--- config.mk ---
export PLATFORM = sky130hd
export DESIGN_NAME = recal_sequencer
export DESIGN_NICKNAME = d
export VERILOG_FILES = /design/src/rtl/recal_pkg.sv /design/src/rtl/recal_cfg_bit.sv /design/src/rtl/recal_seq_fsm.sv /design/src/rtl/recal_phase_ramp.sv /design/src/rtl/recal_sequencer.sv
export SDC_FILE = /design/constraint.sdc
export NUM_CORES = 1
export LEC_CHECK = 0
export CAP_MARGIN = 20
export CORE_UTILIZATION = 60
export CTS_CLUSTER_DIAMETER = 30
export DETAILED_ROUTE_END_ITERATION = 8
export DONT_BUFFER_PORTS = 1
export PLACE_DENSITY = 0.87
export REMOVE_ABC_BUFFERS = 1
export SETUP_SLACK_MARGIN = 0.4
export SLEW_MARGIN = 10
export SYNTH_ARGS = -nofsm -noshare
export SYNTH_HDL_FRONTEND = slang
export SYNTH_SLANG_ARGS = --single-unit
--- constraint.sdc ---
create_clock -name clk -period 5.17 [get_ports clk]
set_clock_uncertainty 0.1 [all_clocks]
set_input_delay 1.034 -clock clk [delete_from_list [all_inputs] [get_ports clk]]
set_output_delay 1.034 -clock clk [all_outputs]
set_load 0.01 [all_outputs]
--- src/rtl/recal_pkg.sv ---
// Package: shared state encoding for the recalibration sequencer.
package recal_pkg;
    typedef enum logic [2:0] {
        ST_IDLE   = 3'd0,
        ST_HOLD   = 3'd1,
        ST_ZERO   = 3'd2,
        ST_DIVRST = 3'd3,
        ST_BACK   = 3'd4,
        ST_EXIT   = 3'd5
    } recal_state_e;
endpackage

--- src/rtl/recal_cfg_bit.sv ---
// Self-clearing recalibrate control bit.
// Assumes: writes are accepted only while the bit is clear; clr_i pulses
// once at the end of a sequence.
module recal_cfg_bit (
    input  logic clk,
    input  logic rst_n,
    input  logic wr_i,
    input  logic wdata_i,
    input  logic clr_i,
    output logic bit_o
);
    // Hold the bit: set by an idle write of 1, cleared by sequence end.
    always_ff @(posedge clk) begin
        if (!rst_n)                       bit_o <= 1'b0;
        else if (clr_i)                   bit_o <= 1'b0;
        else if (!bit_o && wr_i && wdata_i) bit_o <= 1'b1;
    end

    // once set, only the end-of-sequence clear drops the bit
    a_r7_bit_holds: assert property (@(posedge clk) disable iff (!rst_n)
        (bit_o && !clr_i) |=> bit_o);
    // an idle write of 0 does not start anything
    a_r1_zero_write_idle: assert property (@(posedge clk) disable iff (!rst_n)
        (!bit_o && wr_i && !wdata_i) |=> !bit_o);
endmodule

--- src/rtl/recal_seq_fsm.sv ---
// Sequencer: hold -> ramp to zero -> divider reset -> ramp back -> release.
// Assumes: ramp_done_i is valid only while ramp_req_o is high.
module recal_seq_fsm
    import recal_pkg::*;
(
    input  logic clk,
    input  logic rst_n,
    input  logic start_i,
    input  logic ramp_done_i,
    output recal_state_e state_o,
    output logic holdover_o,
    output logic ramp_req_o,
    output logic use_zero_o,
    output logic div_reset_o,
    output logic seq_done_o
);
    recal_state_e nxt;

    // Next-state selection for the fixed sequence.
    always_comb begin
        nxt = state_o;
        unique case (state_o)
            ST_IDLE:   if (start_i) nxt = ST_HOLD;
            ST_HOLD:   nxt = ST_ZERO;
            ST_ZERO:   if (ramp_done_i) nxt = ST_DIVRST;
            ST_DIVRST: nxt = ST_BACK;
            ST_BACK:   if (ramp_done_i) nxt = ST_EXIT;
            ST_EXIT:   nxt = ST_IDLE;
            default:   nxt = ST_IDLE;
        endcase
    end

    // State register.
    always_ff @(posedge clk) begin
        if (!rst_n) state_o <= ST_IDLE;
        else        state_o <= nxt;
    end

    // Output decode from state.
    always_comb begin
        holdover_o  = (state_o == ST_HOLD) || (state_o == ST_ZERO) ||
                      (state_o == ST_DIVRST) || (state_o == ST_BACK);
        ramp_req_o  = (state_o == ST_ZERO) || (state_o == ST_BACK);
        use_zero_o  = (state_o == ST_ZERO);
        div_reset_o = (state_o == ST_DIVRST);
        seq_done_o  = (state_o == ST_EXIT);
    end

    // divider reset strobe lasts a single cycle
    a_r4_div_pulse: assert property (@(posedge clk) disable iff (!rst_n)
        div_reset_o |=> !div_reset_o);
    // a ramp request never occurs outside holdover
    a_r2_req_in_hold: assert property (@(posedge clk) disable iff (!rst_n)
        ramp_req_o |-> holdover_o);
    // holdover is released in the cycle before the sequence returns to idle
    a_r6_release_order: assert property (@(posedge clk) disable iff (!rst_n)
        seq_done_o |=> (!holdover_o && state_o == ST_IDLE));
endmodule

--- src/rtl/recal_phase_ramp.sv ---
// Stepped phase-offset accumulator (model of the ramp unit).
// Loads the programmed value directly when load_i is high; otherwise, while
// req_i is high, moves toward target_i by STEP per cycle and clamps onto it.
module recal_phase_ramp #(
    parameter int W    = 16,
    parameter int STEP = 4
) (
    input  logic                clk,
    input  logic                rst_n,
    input  logic                load_i,
    input  logic signed [W-1:0] load_val_i,
    input  logic                req_i,
    input  logic signed [W-1:0] target_i,
    output logic signed [W-1:0] acc_o,
    output logic                done_o
);
    localparam int DW = W + 1;
    localparam logic signed [DW-1:0] STEP_D = DW'(STEP);

    logic signed [DW-1:0] diff;
    logic signed [W-1:0]  acc_nxt;

    // Distance to target and the bounded next value.
    always_comb begin
        diff = DW'(target_i) - DW'(acc_o);
        if (diff > STEP_D)        acc_nxt = acc_o + W'(STEP);
        else if (diff < -STEP_D)  acc_nxt = acc_o - W'(STEP);
        else                      acc_nxt = target_i;
        done_o = req_i && (acc_o == target_i);
    end

    // Accumulator register.
    always_ff @(posedge clk) begin
        if (!rst_n)      acc_o <= '0;
        else if (load_i) acc_o <= load_val_i;
        else if (req_i)  acc_o <= acc_nxt;
    end

    // while ramping, each move is bounded by the step
    a_r8_bounded_step: assert property (@(posedge clk) disable iff (!rst_n)
        (req_i && !load_i) |=>
        ((DW'(acc_o) - DW'($past(acc_o))) <= STEP_D &&
         (DW'(acc_o) - DW'($past(acc_o))) >= -STEP_D));
    // no overshoot, reaching the target sets done
    a_r3_hits_target: assert property (@(posedge clk) disable iff (!rst_n)
        (req_i && !load_i && diff <= STEP_D && diff >= -STEP_D) |=>
        (acc_o == $past(target_i)));
endmodule

--- src/rtl/recal_sequencer.sv ---
// Top: phase offset recalibration sequencer with its ramp unit model.
// Assumes: prog_offset is stable during the second ramp for an exact landing.
module recal_sequencer #(
    parameter int W    = 16,
    parameter int STEP = 4
) (
    input  logic                clk,
    input  logic                rst_n,
    input  logic                cfg_wr,
    input  logic                cfg_wdata,
    input  logic signed [W-1:0] prog_offset,
    output logic                busy,
    output logic                holdover,
    output logic                ramp_req,
    output logic signed [W-1:0] ramp_target,
    output logic                ramp_done,
    output logic                div_reset,
    output logic signed [W-1:0] phase_offset
);
    import recal_pkg::*;

    recal_state_e state;
    logic use_zero, seq_done, load;

    recal_cfg_bit u_bit (
        .clk(clk), .rst_n(rst_n), .wr_i(cfg_wr), .wdata_i(cfg_wdata),
        .clr_i(seq_done), .bit_o(busy)
    );

    recal_seq_fsm u_fsm (
        .clk(clk), .rst_n(rst_n), .start_i(busy), .ramp_done_i(ramp_done),
        .state_o(state), .holdover_o(holdover), .ramp_req_o(ramp_req),
        .use_zero_o(use_zero), .div_reset_o(div_reset), .seq_done_o(seq_done)
    );

    // Ramp target select and direct-load enable.
    always_comb begin
        ramp_target = use_zero ? '0 : prog_offset;
        load        = (state == ST_IDLE);
    end

    recal_phase_ramp #(.W(W), .STEP(STEP)) u_ramp (
        .clk(clk), .rst_n(rst_n), .load_i(load), .load_val_i(prog_offset),
        .req_i(ramp_req), .target_i(ramp_target),
        .acc_o(phase_offset), .done_o(ramp_done)
    );

    // dividers are reset only with the offset at zero
    a_r4_zero_at_divrst: assert property (@(posedge clk) disable iff (!rst_n)
        div_reset |-> (phase_offset == '0));
    // busy stays up in the cycle holdover falls at sequence end
    a_r6_busy_after_hold: assert property (@(posedge clk) disable iff (!rst_n)
        ($fell(holdover)) |-> busy);
endmodule

### Word-level counts from Yosys, hierarchy flattened

Index checks and enable logic that the tools add are counted.

* memory bits (writable): 0
* flip-flop bits (word level): 20
* output and inout port bits: 37
* latch bits: 0
* memories kept: 0
* memory bits (read-only): 0

* mux-type cells: 9
* multipliers: 0
* shift-type cells: 0
* $add $sub $neg: 3
* reductions and logical operators: 12
* bitwise gates (word level): 1
* div/mod/pow operators: 0
* equality and inequality tests: 9
* magnitude comparators: 2

Operators with widths (count)
* 2-to-1 mux 16 bit: 5
* > comparator 17 x 4 -> 1 bit, second input constant: 1
* < comparator 17 x 3 -> 1 bit, second input constant: 1
* subtractor 16 x 16 -> 17 bit: 1
* adder 16 x 4 -> 16 bit, second input constant: 1
* == test 16 bit: 1
* subtractor 16 x 4 -> 16 bit, second input constant: 1
* case mux 3 bit (5 select lines): 1
* 2-to-1 mux 3 bit: 3
* == test 3 x 2 -> 1 bit, second input constant: 2
* == test 3 bit, second input constant: 2
* logical OR 1 bit: 4
* != test 2 bit, second input constant: 2
* == test 3 x 1 -> 1 bit, second input constant: 1
* logical AND 1 bit: 3
* logical NOT 3 bit: 1
* AND reduction 3 bit: 1
* != test 2 x 1 -> 1 bit, second input constant: 1
* nonzero test 2 bit: 1
* OR reduction 2 bit: 1
* logical NOT 1 bit: 1
* NOT 1 bit: 1

### Depth between registers and ports, before layout

Gate-level depths: netlist (run 1).

* word-level depth: 8
* gate-level depth with buffers: 18
* depth with buffers taken out: 14

### Hierarchy

A second synthesis (run 1) with hierarchy kept.

* cells, all modules: 449
* area, all modules: 3128.0 um^2

Modules (own cells, without submodules)
* recal_phase_ramp: cells an instance 408, instances 1, area each 2777.7 um^2
* recal_seq_fsm: cells an instance 20, instances 1, area each 163.9 um^2
* recal_sequencer: cells an instance 18, instances 1, area each 148.9 um^2
* recal_cfg_bit: cells an instance 3, instances 1, area each 37.5 um^2

### Worst setup path before layout (run 1)

OpenSTA, ideal clock, no wires.

* path type: register to register
* start: register u_fsm.state_o[0]
* end: register u_ramp.acc_o[0]
* period minus slack after synthesis: 4.207 ns
* buffers on the path: 3
* arrival time: 3.991 ns
* cell stages (with the launch flop): 16
* setup slack: 0.963 ns
* library setup time: 0.116 ns
* cell sequence: dfxtp_1 -> buf_6 -> or3b_1 -> buf_2 -> clkbuf_1 -> and2_1 -> ha_1 -> a21o_1 -> a2111oi_0 -> a22o_1 -> a21oi_1 -> nor4_1 -> or4b_4 -> o21a_4 -> o31a_1 -> o211a_1

* word-level cells in the longest chain between the ends: 8
* elaborated cells between the ends (all ways): 13
* those cells by class: 1 x add/sub; 2 x order compare; 2 x eq/ne; 5 x mux; 3 x reduce/logical

Ends and longest elaborated chain
* from (decl): RTL line recal_seq_fsm.sv:10 `output recal_state_e state_o,`
* from (signal assigned): RTL line recal_seq_fsm.sv:36 `else state_o <= nxt;`
* == test 3 x 2 -> 1 bit *: RTL line recal_seq_fsm.sv:44 `use_zero_o = (state_o == ST_ZERO);`
* 2-to-1 mux 16 bit *: RTL line recal_sequencer.sv:38 `ramp_target = use_zero ? '0 : prog_offset;`
* via ramp_target[13]: RTL line recal_sequencer.sv:15 `output logic signed [W-1:0] ramp_target,`
* subtractor 16 x 16 -> 17 bit *: RTL line recal_phase_ramp.sv:25 `diff = DW'(target_i) - DW'(acc_o);`
* < comparator 17 x 3 -> 1 bit: RTL line recal_phase_ramp.sv:27 `else if (diff < -STEP_D) acc_nxt = acc_o - W'(STEP);`
* 2-to-1 mux 16 bit: RTL line recal_phase_ramp.sv:27
* 2-to-1 mux 16 bit *: RTL line recal_phase_ramp.sv:26 `if (diff > STEP_D) acc_nxt = acc_o + W'(STEP);`
* 2-to-1 mux 16 bit *: RTL line recal_phase_ramp.sv:36 `else if (req_i) acc_o <= acc_nxt;`
* 2-to-1 mux 16 bit *: RTL line recal_phase_ramp.sv:35 `else if (load_i) acc_o <= load_val_i;`
* to (signal assigned): RTL line recal_phase_ramp.sv:35
* to (signal assigned): RTL line recal_phase_ramp.sv:36
* to (decl): RTL line recal_phase_ramp.sv:14 `output logic signed [W-1:0] acc_o,`

The timed path passes the listed nets; every way through them passes the cells marked *. The select of a mux whose other input is x is not followed.
A chain may end at the register's enable or synchronous reset.

### Final worst setup path (run 1)

* start: register u_fsm.state_o[0]
* end: register u_ramp.acc_o[11]

The elaborated chain is that of the path after synthesis.

==> qor.yml, run 1 <==
synth:
  synth-xor-area-share_pct: 6.49
  syn_area_per_cell_sq_um: 7.32
  synth_edf_count: 0
  synth_top_area_cell: "dfxtp_1"
  synth_top_family_by_area: "compound AO/OA/AOI/OAI gates"
  synth_compound_area_share_pct: 34.2
  synth_adder_area_share_pct: 7.34
  yosys.area.top_type_share_pct: 12.4
  yosysSeqAreaShare_pct: 12.4
  synth.area.mux_share_pct: 2.86
  ys.flop_type: "dfxtp_1"
  synthSimpleGateAreaFrac_pct: 29.4
  ys_top_cells_by_area: "dfxtp_1, ha_1, xnor2_1"
  ys_warn_count: 0
  netlist_area_sq_mm: 0.00324
  syn_inst: 442
  ys_seq_elements: 20
  ys_types: 78
  synthArstFlopShare_pct: 0
sta:
  tns_ns: 0
  rsz0062_at_grt: "no"
  slew_headroom_pct: 31.0
  max_freq_mhz: 215
  setup_ws_ns: 0.522
  slew_viol_final: 0
  min_period_ns: 4.65
  hold_viol: 0
  setup_viol: 0
  worstMarginPinSlew_ns: 1.03
  fin_crit_sh_pct: 89.9
worst_setup_path:
  cp-startpoint: "u_fsm.state_o[0]"
  arrival_ns: 4.68
  crit_fanout: 19
  cp_slowest_cell: "or3b_2"
  path_cells: "or3b_2 -> and2_1 -> ha_1 -> a21o_1 -> a2111oi_1 -> o211ai_1 -> a21o_1 -> a22oi_1 -> nand4_2 -> buf_4 -> and2_1 -> a222oi_1 -> o21ai_0"
  crit_path_end_kind: "flop"
  rr_startpoint: "u_fsm.state_o[0]"
  cp-start-kind: "flop"
  max_stage_delay_ns: 0.68
  path_class: "flop to flop"
  critPathRequiredTime_ns: 5.20
pwr:
  power.total_mw: 2.65
  power.density_mw_per_mm2: 794
  peakVddDrop_mv: 0.479
  p_clk_share_pct: 4.6
  combinationalPowerShare_pct: 82.7
  seqPwrFrac_pct: 12.7
  power_switching_mw: 1.54
  swShare_pct: 58.1
  p_leak_nw: 1.27
  p_int_mw: 1.11
job:
  cap_violations: 0
detailed_routing:
  viasPerCell: 7.45
  drc: 0
  ant_nets: 0
  drt-wirelength-per-cell_um: 20.1
  first_iter_violations: 448
  routed_wirelength_mm: 10.0
  dr.pass1.iters: 5
  vias: 3710
placed_design:
  dp_hpwl_mm: 7.57
  gp_congestion: 0.975
  dp_slack_ns: 0.595
  dp.cells: 494
  portBuffers: 0
worst_hold_path:
  min_path_type: "flop to flop"
  hp-start: "u_bit.bit_o"
die:
  placeableCoreArea_sq_mm: 0.00514
  die_w_um: 75.5
  rows: 26
  die-area_sq_mm: 0.00569
  start_util_pct: 63.0
  die_y_um: 75.5
  ios: 57
global_routing:
  grtUsageTotal_pct: 36.1
  overflow: 0
  grt_max_degree: 23
  antenna_found_initial: 0
  grt_pass1_vias: 3343
  grt_pass1_wl_mm: 16.1
outcome:
  status: "finished, final reports clean"
layout:
  multiInputGateArea_sq_mm: 0.00263
  drive_gt1_share_pct: 8.41
  final_util_pct: 65.0
  instances_no_fill: 498
  final_common_cell: "nand2_1"
  fillCellCount: 455
  fin_nets: 468
  n_antenna_cell: 0
  most-common-layout-cells: "nand2_1, inv_1, a21oi_1, o21ai_0, xnor2_1"
  syn2layout_area_growth_pct: 3.21
  register_area_sq_um: 400
clocking:
  holdBufCountCts: 0
  postCtsSetupRepairBufs: 0
  cts.sinks: 20
  clockBufferDepth: 2
  cts-buffers-inserted: 3
  cts_tree: "done"
  clkSlewWorstSetupHoldPaths_ns: 0.08
  clockRootBuffer: "clkbuf_8"
  clock_latency_ns: 0.26
  cts_htree_levels: 1
[area by class of cell]
class	instances	area share, %
well taps	70	2.62
repair buffers	8	1.80
clock buffers	4	1.65
flip-flops and latches	20	12.0
inverters	30	3.37
multi-input cells	366	78.6
[stage by stage]
step,cell area [sq um],hold WS [ns]
after floorplan,3110,0.434
after global placement,3260,0.471
after detailed placement,3260,0.487
after CTS,3320,0.492
after global routing,3340,0.527
final,3340,0.487
[cells in the mapped netlist, drive strengths merged (3+ instances only)]
cell type and instances:
nand4 10, nand2b 4, nand3 18, a32oi 5
o211a 3, ha 19, nor3 21, o221ai 3
clkbuf 19, o311a 4, o21bai 3, a31oi 5
buf 7, mux2i 7, xor2 3, nor2 17
and2 19, o21ai 25, a221oi 4, a2111oi 3
dfxtp 20, a211o 7, a32o 3, or3 8
a21oi 25, o21a 7, nor4 11, nand2 37
and3 12, a22oi 4, o211ai 8, a211oi 3
inv 30, xnor2 21, o31a 3, a21o 8
[power by group through the flow]
stage / clock network (mW) / registers (mW) / logic (mW)
after floorplan: 0 / 0.331 / 1.61
after global placement: 0 / 0.331 / 2.02
after detailed placement: 0 / 0.335 / 2.09
after CTS: 0.124 / 0.331 / 2.10
after global routing: 0.128 / 0.345 / 2.37
final: 0.122 / 0.336 / 2.20
[worst max-delay path: cells and delay by family (launching register included)]
kind | cells | cell delay, ns
AOI/OAI and AO/OA | 7 | 1.98
DFF | 1 | 0.33
adders and majority gates | 1 | 0.47
and+or+nand+nor | 4 | 1.40
buffers and inverters | 1 | 0.24
[timing repair]
item	CTS	global route
setup endpoints to repair	0	11
hold endpoints to repair	0	0
gates resized for setup	0	8
[state kept, by name, summed over array words and instances (netlist names)]
name,flops
u_bit.bit_o,1
u_fsm.state_o,3
u_ramp.acc_o,16
[kinds of logic (layout without fill, tap and decap cells)]
logic type,count (synthesis),count (layout)
buf+inv,56,42
simple gates,171,171
flops,20,20
mux,9,9
xor+xnor,24,24
compound gates,143,143
fa+ha+maj,19,19
[per-layer routing]
metal / GRT usage [%] / wire length (um) / up-vias
li1: - / - / 1674
met1: 48.8 / 3980 / 1719
met2: 56.2 / 4550 / 262
met3: 5.56 / 1020 / 55
met4: 17.7 / 469 / 0
met5: 0 / 0 / -
[final timing paths]
check             cells after the start  slack [ns]          endpoint
setup / recovery                     13        0.52  u_ramp.acc_o[11]
hold / removal                        2        0.49       u_bit.bit_o
hold reg to reg                       2        0.49       u_bit.bit_o
setup reg to reg                     13        0.52  u_ramp.acc_o[11]
Note: power is estimated with default switching activity, not from simulation.
==> inputs of run 2 (changes only) <==
--- a/config.mk
+++ b/config.mk
@@ -10,7 +10,8 @@
 export CTS_CLUSTER_DIAMETER = 30
 export DETAILED_ROUTE_END_ITERATION = 8
 export DONT_BUFFER_PORTS = 1
-export PLACE_DENSITY = 0.87
+export PLACE_DENSITY = 0.78
+export RECOVER_POWER = 25
 export REMOVE_ABC_BUFFERS = 1
 export SETUP_SLACK_MARGIN = 0.4
 export SLEW_MARGIN = 10
==> run 2 against run 1 <==
  * Sequential power barely moved
  * Final cell count fell by 0.40%
  * Total power fell by 1.4%
  * Wire length fell by 3.3%
  * Worst hold slack improved by 0.013 ns
  * Non-clock buffer count fell by 2
  * Largest power group unchanged
  * Via count fell by 4.2%
  * Final area fell by 0.37%
  * Die area did not move
  * Largest cell class unchanged
  * Setup slack improved by 0.30 ns
  * Flip-flop and latch count did not move
==> qor.yml, run 2 (synthesis gave the netlist of run 1 again) <==
outcome:
  status: "finished, final reports clean"  # unchanged
clocking:
  cts_tree: "done"  # unchanged
  clockRootBuffer: "clkbuf_8"  # unchanged
  clock_latency_ns: 0.26  # about the same
  clkSlewWorstSetupHoldPaths_ns: 0.07  # was 0.08 ns
  cts-buffers-inserted: 3  # unchanged
  clockBufferDepth: 2  # unchanged
  postCtsSetupRepairBufs: 0  # unchanged
  cts.sinks: 20  # unchanged
  cts_htree_levels: 1  # unchanged
global_routing:
  antenna_found_initial: 0  # unchanged
  grt_max_degree: 23  # unchanged
  grt_pass1_wl_mm: 15.0  # was 16.1 mm
  grt_pass1_vias: 3151  # was 3,343
  grtUsageTotal_pct: 34.0  # was 36.1%
  overflow: 0  # unchanged
layout:
  fin_area_sq_mm: 0.00333  # was 0.00334 sq mm
  reg.largest.list: "u_ramp.acc_o x16, u_fsm.state_o x3, u_bit.bit_o x1"  # unchanged
  drive_gt1_share_pct: 7.51  # was 8.41%
  fin_nets: 466  # was 468
  final_common_cell: "nand2_1"  # unchanged
  n_antenna_cell: 0  # unchanged
  fillCellCount: 496  # was 455
  most-common-layout-cells: "nand2_1, inv_1, a21oi_1, o21ai_0"  # was nand2_1, inv_1, a21oi_1, o21ai_0, xnor2_1
  syn2layout_area_growth_pct: 2.82  # was 3.21%
  final_util_pct: 64.8  # was 65.0%
  top_register: "u_ramp.acc_o"  # unchanged
  largest_reg_flops: 16  # unchanged
job:
  cap_violations: 0  # unchanged
detailed_routing:
  first_iter_violations: 393  # was 448
  vias: 3554  # was 3,710
  routed_wirelength_mm: 9.69  # was 10.0 mm
  dr.pass1.iters: 5  # unchanged
  drc: 0  # unchanged
  viasPerCell: 7.17  # was 7.45
  drt-wirelength-per-cell_um: 19.5  # was 20.1 um
  ant_nets: 0  # unchanged
pwr:
  peakVddDrop_mv: 0.400  # was 0.479 mV
  p_leak_nw: 1.26  # was 1.27 nW
  power.density_mw_per_mm2: 786  # was 794 mW/mm^2
die:
  ios: 57  # unchanged
  die_y_um: 75.5  # unchanged
  die_w_um: 75.5  # unchanged
  rows: 26  # unchanged
  placeableCoreArea_sq_mm: 0.00514  # unchanged
  die-area_sq_mm: 0.00569  # unchanged
  start_util_pct: 63.0  # unchanged
placed_design:
  portBuffers: 0  # unchanged
  dp_hpwl_mm: 7.40  # was 7.57 mm
  place_area_sq_mm: 0.00325  # was 0.00326 sq mm
  gp_congestion: 0.972  # was 0.975
worst_setup_path:
  arrival_ns: 4.44  # was 4.68 ns
  cp-start-kind: "flop"  # unchanged
  path_cells: "or3b_4 -> nand2_1 -> inv_1 -> ha_1 -> a21oi_2 -> o211ai_1 -> a221oi_2 -> xor2_1 -> nor4_1 -> or4b_4 -> o21a_4 -> or3_1 -> a21oi_1"  # was or3b_2 -> and2_1 -> ha_1 -> a21o_1 -> a2111oi_1 -> o211ai_1 -> a21o_1 -> a22oi_1 -> nand4_2 -> buf_4 -> and2_1 -> a222oi_1 -> o21ai_0
  max_stage_delay_ns: 0.51  # was 0.68 ns
  path_class: "flop to flop"  # unchanged
  crit_fanout: 19  # unchanged
  critPathRequiredTime_ns: 5.26  # was 5.20 ns
  crit_path_end_kind: "flop"  # unchanged
  cp_slowest_cell: "or4b_4"  # was or3b_2
sta:
  slew_headroom_pct: 32.2  # was 31.0%
  rsz0062_at_grt: "no"  # unchanged
  whs_ns: 0.500  # was 0.487 ns
  setup_viol: 0  # unchanged
  max_freq_mhz: 230  # was 215 MHz
  hold_viol: 0  # unchanged
  min_period_ns: 4.34  # was 4.65 ns
  worstMarginPinSlew_ns: 1.01  # was 1.03 ns
  slew_viol_final: 0  # unchanged
  fin_crit_sh_pct: 84.0  # was 89.9%
  tns_ns: 0  # unchanged
worst_hold_path:
  min_path_type: "flop to flop"  # unchanged
## run 2: timing repair
item                                    CTS  global route
hold buffers                              0             0
endpoints found under the hold margin     0             0
endpoints found under the setup margin    0            16
resized for setup                         0             9
## run 2: power breakdown
part           internal, mW  leakage (nW)  total, mW  switching (mW)
clock                0.0678        0.0288      0.121          0.0535
sequential            0.213         0.166      0.334           0.121
combinational         0.818          1.06       2.16            1.34
total                  1.10          1.26       2.62            1.52
## run 2: worst paths after layout
check                    from               to  slack (ns)  cells past startpoint
max          u_fsm.state_o[1]  u_ramp.acc_o[1]        0.83                     13
min reg2reg       u_bit.bit_o      u_bit.bit_o        0.50                      2
max reg2reg  u_fsm.state_o[1]  u_ramp.acc_o[1]        0.83                     13
min               u_bit.bit_o      u_bit.bit_o        0.50                      2
## run 2: area by class of cell
| type | count | area (sq um) | area share [%] |
|---|---|---|---|
| clock buffer | 4 | 55.1 | 1.65 |
| inverter | 30 | 113 | 3.38 |
| multi-input combinational | 366 | 2630 | 79.1 |
| sequential | 20 | 400 | 12.0 |
| tap | 70 | 87.6 | 2.63 |
| timing repair buffer | 6 | 41.3 | 1.24 |
## run 2: critical path: cells and delay by family, from the launching register on
| kind | cells | cell delay [ns] |
|---|---|---|
| buffers and inverters | 1 | 0.11 |
| adder cells (fa/ha/maj) | 1 | 0.43 |
| XOR/XNOR | 1 | 0.16 |
| AND/OR/NAND/NOR | 5 | 1.83 |
| AO/OA/AOI/OAI | 5 | 1.31 |
| flip-flops | 1 | 0.33 |
## run 2: per-layer routing
layer  part of all wire (%)  GRT usage, %  wire [um]  up-vias
li1                       -             -          -     1662
met1                     42          45.1       4100     1659
met2                     47          56.3       4510      201
met3                    8.2          4.63        799       32
met4                    2.9          12.1        283        0
met5                      0             0          0        -
## run 2: stage by stage
| step | power, mW | worst slack (ns) | cells |
|---|---|---|---|
| floorplan | 1.94 | 0.678 | 416 |
| global placement | 2.36 | 0.587 | 492 |
| detailed placement | 2.40 | 0.516 | 492 |
| CTS | 2.53 | 0.503 | 496 |
| global route | 2.81 | 0.592 | 496 |
| finish | 2.62 | 0.826 | 496 |
==> inputs of run 3 (changes only) <==
--- a/config.mk
+++ b/config.mk
@@ -5,12 +5,13 @@
 export SDC_FILE = /design/constraint.sdc
 export NUM_CORES = 1
 export LEC_CHECK = 0
+export ABC_AREA = 1
 export CAP_MARGIN = 20
-export CORE_UTILIZATION = 60
+export CORE_UTILIZATION = 59
 export CTS_CLUSTER_DIAMETER = 30
 export DETAILED_ROUTE_END_ITERATION = 8
 export DONT_BUFFER_PORTS = 1
-export PLACE_DENSITY = 0.78
+export PLACE_DENSITY = 0.8
 export RECOVER_POWER = 25
 export REMOVE_ABC_BUFFERS = 1
 export SETUP_SLACK_MARGIN = 0.4
==> constraint.sdc (replaced) <==
create_clock -name clk -period 3.91 [get_ports clk]
set_clock_uncertainty 0.1 [all_clocks]
set_input_delay 0.782 -clock clk [delete_from_list [all_inputs] [get_ports clk]]
set_output_delay 0.782 -clock clk [all_outputs]
set_load 0.01 [all_outputs]
==> run 3 against run 2 <==
  * First-iteration DRC count down 33%
  * Final cell count up 30%
  * Count of clock-buffer cells in the layout down 1
  * Sequential share of layout area down 1.1 points
  * Highest routed layer unchanged
  * Die area down 0.95%
==> qor.yml, run 3 <==
global_routing:
  antenna_found_initial: 0  # unchanged
  overflow: 0  # unchanged
  grtUsageTotal_pct: 32.2  # was 34.0%
  grt_max_degree: 27  # was 23
  grt_pass1_vias: 3113  # was 3,151
  grt_pass1_wl_mm: 14.0  # was 15.0 mm
worst_setup_path:
  arrival_ns: 2.49  # was 4.44 ns
  critPathRequiredTime_ns: 3.03  # was 5.26 ns
  path_class: "flop to output pin"  # was flop to flop
  r2r_end: "u_ramp.acc_o[12]"  # was u_ramp.acc_o[1]
  crit_path_end_kind: "output pin"  # was flop
  r2r_cells: 23  # was 13
  rrSetupSlack_ns: 0.55  # was 0.83 ns
  rr_startpoint: "u_fsm.state_o[2]"  # was u_fsm.state_o[1]
  cp-start-kind: "flop"  # unchanged
  crit_fanout: 10  # was 19
sta:
  max_freq_mhz: 297
  slew_viol_final: 0  # unchanged
  setup_viol: 0  # unchanged
  rsz0062_at_grt: "no"  # unchanged
  min_period_ns: 3.37
  hold_viol: 0  # unchanged
  worstMarginPinSlew_ns: 0.691  # was 1.01 ns
  fin_crit_sh_pct: 86.1
  slew_headroom_pct: 53.9  # was 32.2%
  whs_ns: 0.445  # was 0.500 ns
layout:
  multiInputGateArea_sq_mm: 0.00255  # was 0.00263 sq mm
  fin_area_sq_mm: 0.00370  # was 0.00333 sq mm
  reg.largest.list: "u_ramp.acc_o x16, u_fsm.state_o x3, u_bit.bit_o x1"  # unchanged
  fillCellCount: 486  # was 496
  top_register: "u_ramp.acc_o"  # unchanged
  syn2layout_area_growth_pct: 17.4  # was 2.82%
  largest_reg_flops: 16  # unchanged
  n_antenna_cell: 0  # unchanged
  fin_nets: 614  # was 466
  final_common_cell: "nand2_1"  # unchanged
  register_area_sq_um: 405  # was 400 sq um
  drive_gt1_share_pct: 17.6  # was 7.51%
  most-common-layout-cells: "nand2_1, inv_1, nor2_1, nand3_1, o21ai_0"  # was nand2_1, inv_1, a21oi_1, o21ai_0
synth:
  synthArstFlopShare_pct: 0  # unchanged
  ys_types: 37  # was 78
  synth_edf_count: 0  # unchanged
  ys_warn_count: 0  # unchanged
  yosysSeqAreaShare_pct: 12.7  # was 12.4%
  synth_commonest_cells: "nand2_1, inv_1, nor2_1"  # was nand2_1, inv_1, a21oi_1
  ys.flop_type: "dfxtp_1"  # unchanged
  synth_top_area_cell: "nand2_1"  # was dfxtp_1
  yosysMostFrequentCell: "nand2_1"  # unchanged
  syn_area_per_cell_sq_um: 5.67  # was 7.32 sq um
  yosys.area.top_type_share_pct: 17.1  # was 12.4%
  ys_seq_elements: 20  # unchanged
  ys_top_cells_by_area: "nand2_1, dfxtp_1, inv_1"  # was dfxtp_1, ha_1, xnor2_1
  netlist_area_sq_mm: 0.00315  # was 0.00324 sq mm
  syn_inst: 556  # was 442
worst_hold_path:
  min_path_type: "flop to flop"  # unchanged
  hold_depth: 2  # unchanged
  hp-start: "u_ramp.acc_o[15]"  # was u_bit.bit_o
  holdPathEnd: "u_ramp.acc_o[15]"  # was u_bit.bit_o
die:
  die_y_um: 75.1  # was 75.5 um
  rows: 26  # unchanged
  die-area_sq_mm: 0.00564  # was 0.00569 sq mm
  die_w_um: 75.1  # was 75.5 um
  ios: 57  # unchanged
  placeableCoreArea_sq_mm: 0.00514  # unchanged
  start_util_pct: 61.3  # was 63.0%
placed_design:
  dp_hpwl_mm: 7.04  # was 7.40 mm
  place_area_sq_mm: 0.00328  # was 0.00325 sq mm
  portBuffers: 0  # unchanged
  gp_congestion: 0.920  # was 0.972
detailed_routing:
  drt-wirelength-per-cell_um: 15.5  # was 19.5 um
  vias: 3687  # was 3,554
  ant_nets: 0  # unchanged
  dr.pass1.iters: 7  # was 5
  viasPerCell: 5.73  # was 7.17
  routed_wirelength_mm: 9.97  # was 9.69 mm
  first_iter_violations: 263  # was 393
  drc: 0  # unchanged
outcome:
  status: "finished, final reports clean"  # unchanged
clocking:
  holdBufCountCts: 0  # unchanged
  cts-buffers-inserted: 3  # unchanged
  clockRootBuffer: "clkbuf_8"  # unchanged
  cts.sinks: 20  # unchanged
  cts_htree_levels: 1  # unchanged
  cts_tree: "done"  # unchanged
  clock_latency_ns: 0.26  # about the same
  clkSlewWorstSetupHoldPaths_ns: 0.08  # was 0.07 ns
  clockBufferDepth: 2  # unchanged
job:
  cap_violations: 0  # unchanged
[run 3: changes by cell type after synthesis, moves of 17 or more]
cell,previous run,this run
nand2_1,37,144
inv_1,30,96
nor2_1,16,58
nand3_1,18,43
and2_1,19,0
xnor2_1,21,4
[run 3: worst max-delay path, stage by stage, from the launching register on]
cell and delay, ns:
dfxtp_4 0.38, nor2_4 0.13, nand2_4 0.10, inv_8 0.11
buf_6 0.15, nor2_1 0.08, ha_2 0.41, inv_1 0.14
nor3_2 0.27, nand4_1 0.23, nor2_2 0.19
[run 3: layout make-up]
class                           count  area share [%]
Timing Repair Buffer               25            5.17
Multi-Input combinational cell    423            69.0
Sequential cell                    20            11.0
Clock inverter                      1           0.812
Inverter                          102            10.6
Tap cell                           70            2.37
Clock buffer                        3            1.12
[run 3: cell families (layout without fill, tap and decap cells)]
group                      after synthesis  after routing  share of synthesized area (%)
and+or+nand+nor                        295            299                           43.8
AOI/OAI and AO/OA                       83             83                           14.5
buffers and inverters                  117            131                           14.7
xor gates and xnor gates                22             22                           6.71
adders and majority gates               19             19                           7.54
DFF                                     20             20                           12.7
[run 3: repair_timing]
| item | in CTS | in global routing |
|---|---|---|
| gates resized for setup | 10 | 42 |
| setup buffers | 0 | 9 |
| setup endpoints to repair | 17 | 17 |
| cloned | 0 | 4 |
| pin swaps | 0 | 12 |
| endpoints found under the hold margin | 0 | 0 |
[run 3: worst max-delay path by stage]
stage,startpoint,to,slack (ns),depth (start not counted)
floorplan,u_fsm.state_o[2],u_ramp.acc_o[1],0.52,20
global placement,u_fsm.state_o[2],u_ramp.acc_o[1],0.18,21
detailed placement,u_fsm.state_o[2],u_ramp.acc_o[7],-0.005,20
CTS,u_fsm.state_o[0],ramp_done,0.42,12
global route,u_fsm.state_o[2],u_ramp.acc_o[0],0.37,21
finish,u_fsm.state_o[2],ramp_done,0.54,10
[run 3: routing by layer]
metal / GRT usage [%] / vias to the layer above / wire length (um)
met5: 0 / - / 0
met4: 6.71 / 0 / 198
met3: 7.36 / 27 / 756
met2: 56.6 / 164 / 4730
met1: 40.2 / 1693 / 4290
li1: - / 1803 / -
[run 3: per-stage QoR]
stage | util (%) | instances | setup WS, ns | setup TNS, ns
floorplan | - | 541 | 0.516 | 0
global placement | 63.8 | 627 | 0.185 | 0
detailed placement | 63.8 | 627 | -0.00541 | -0.00541
CTS | 66.0 | 631 | 0.416 | 0
global route | 72.0 | 644 | 0.369 | 0
finish | 72.0 | 644 | 0.542 | 0
Power of run 3 is not shown: default switching activity piles up to over one toggle a cycle in this logic, so the estimate is an artifact.
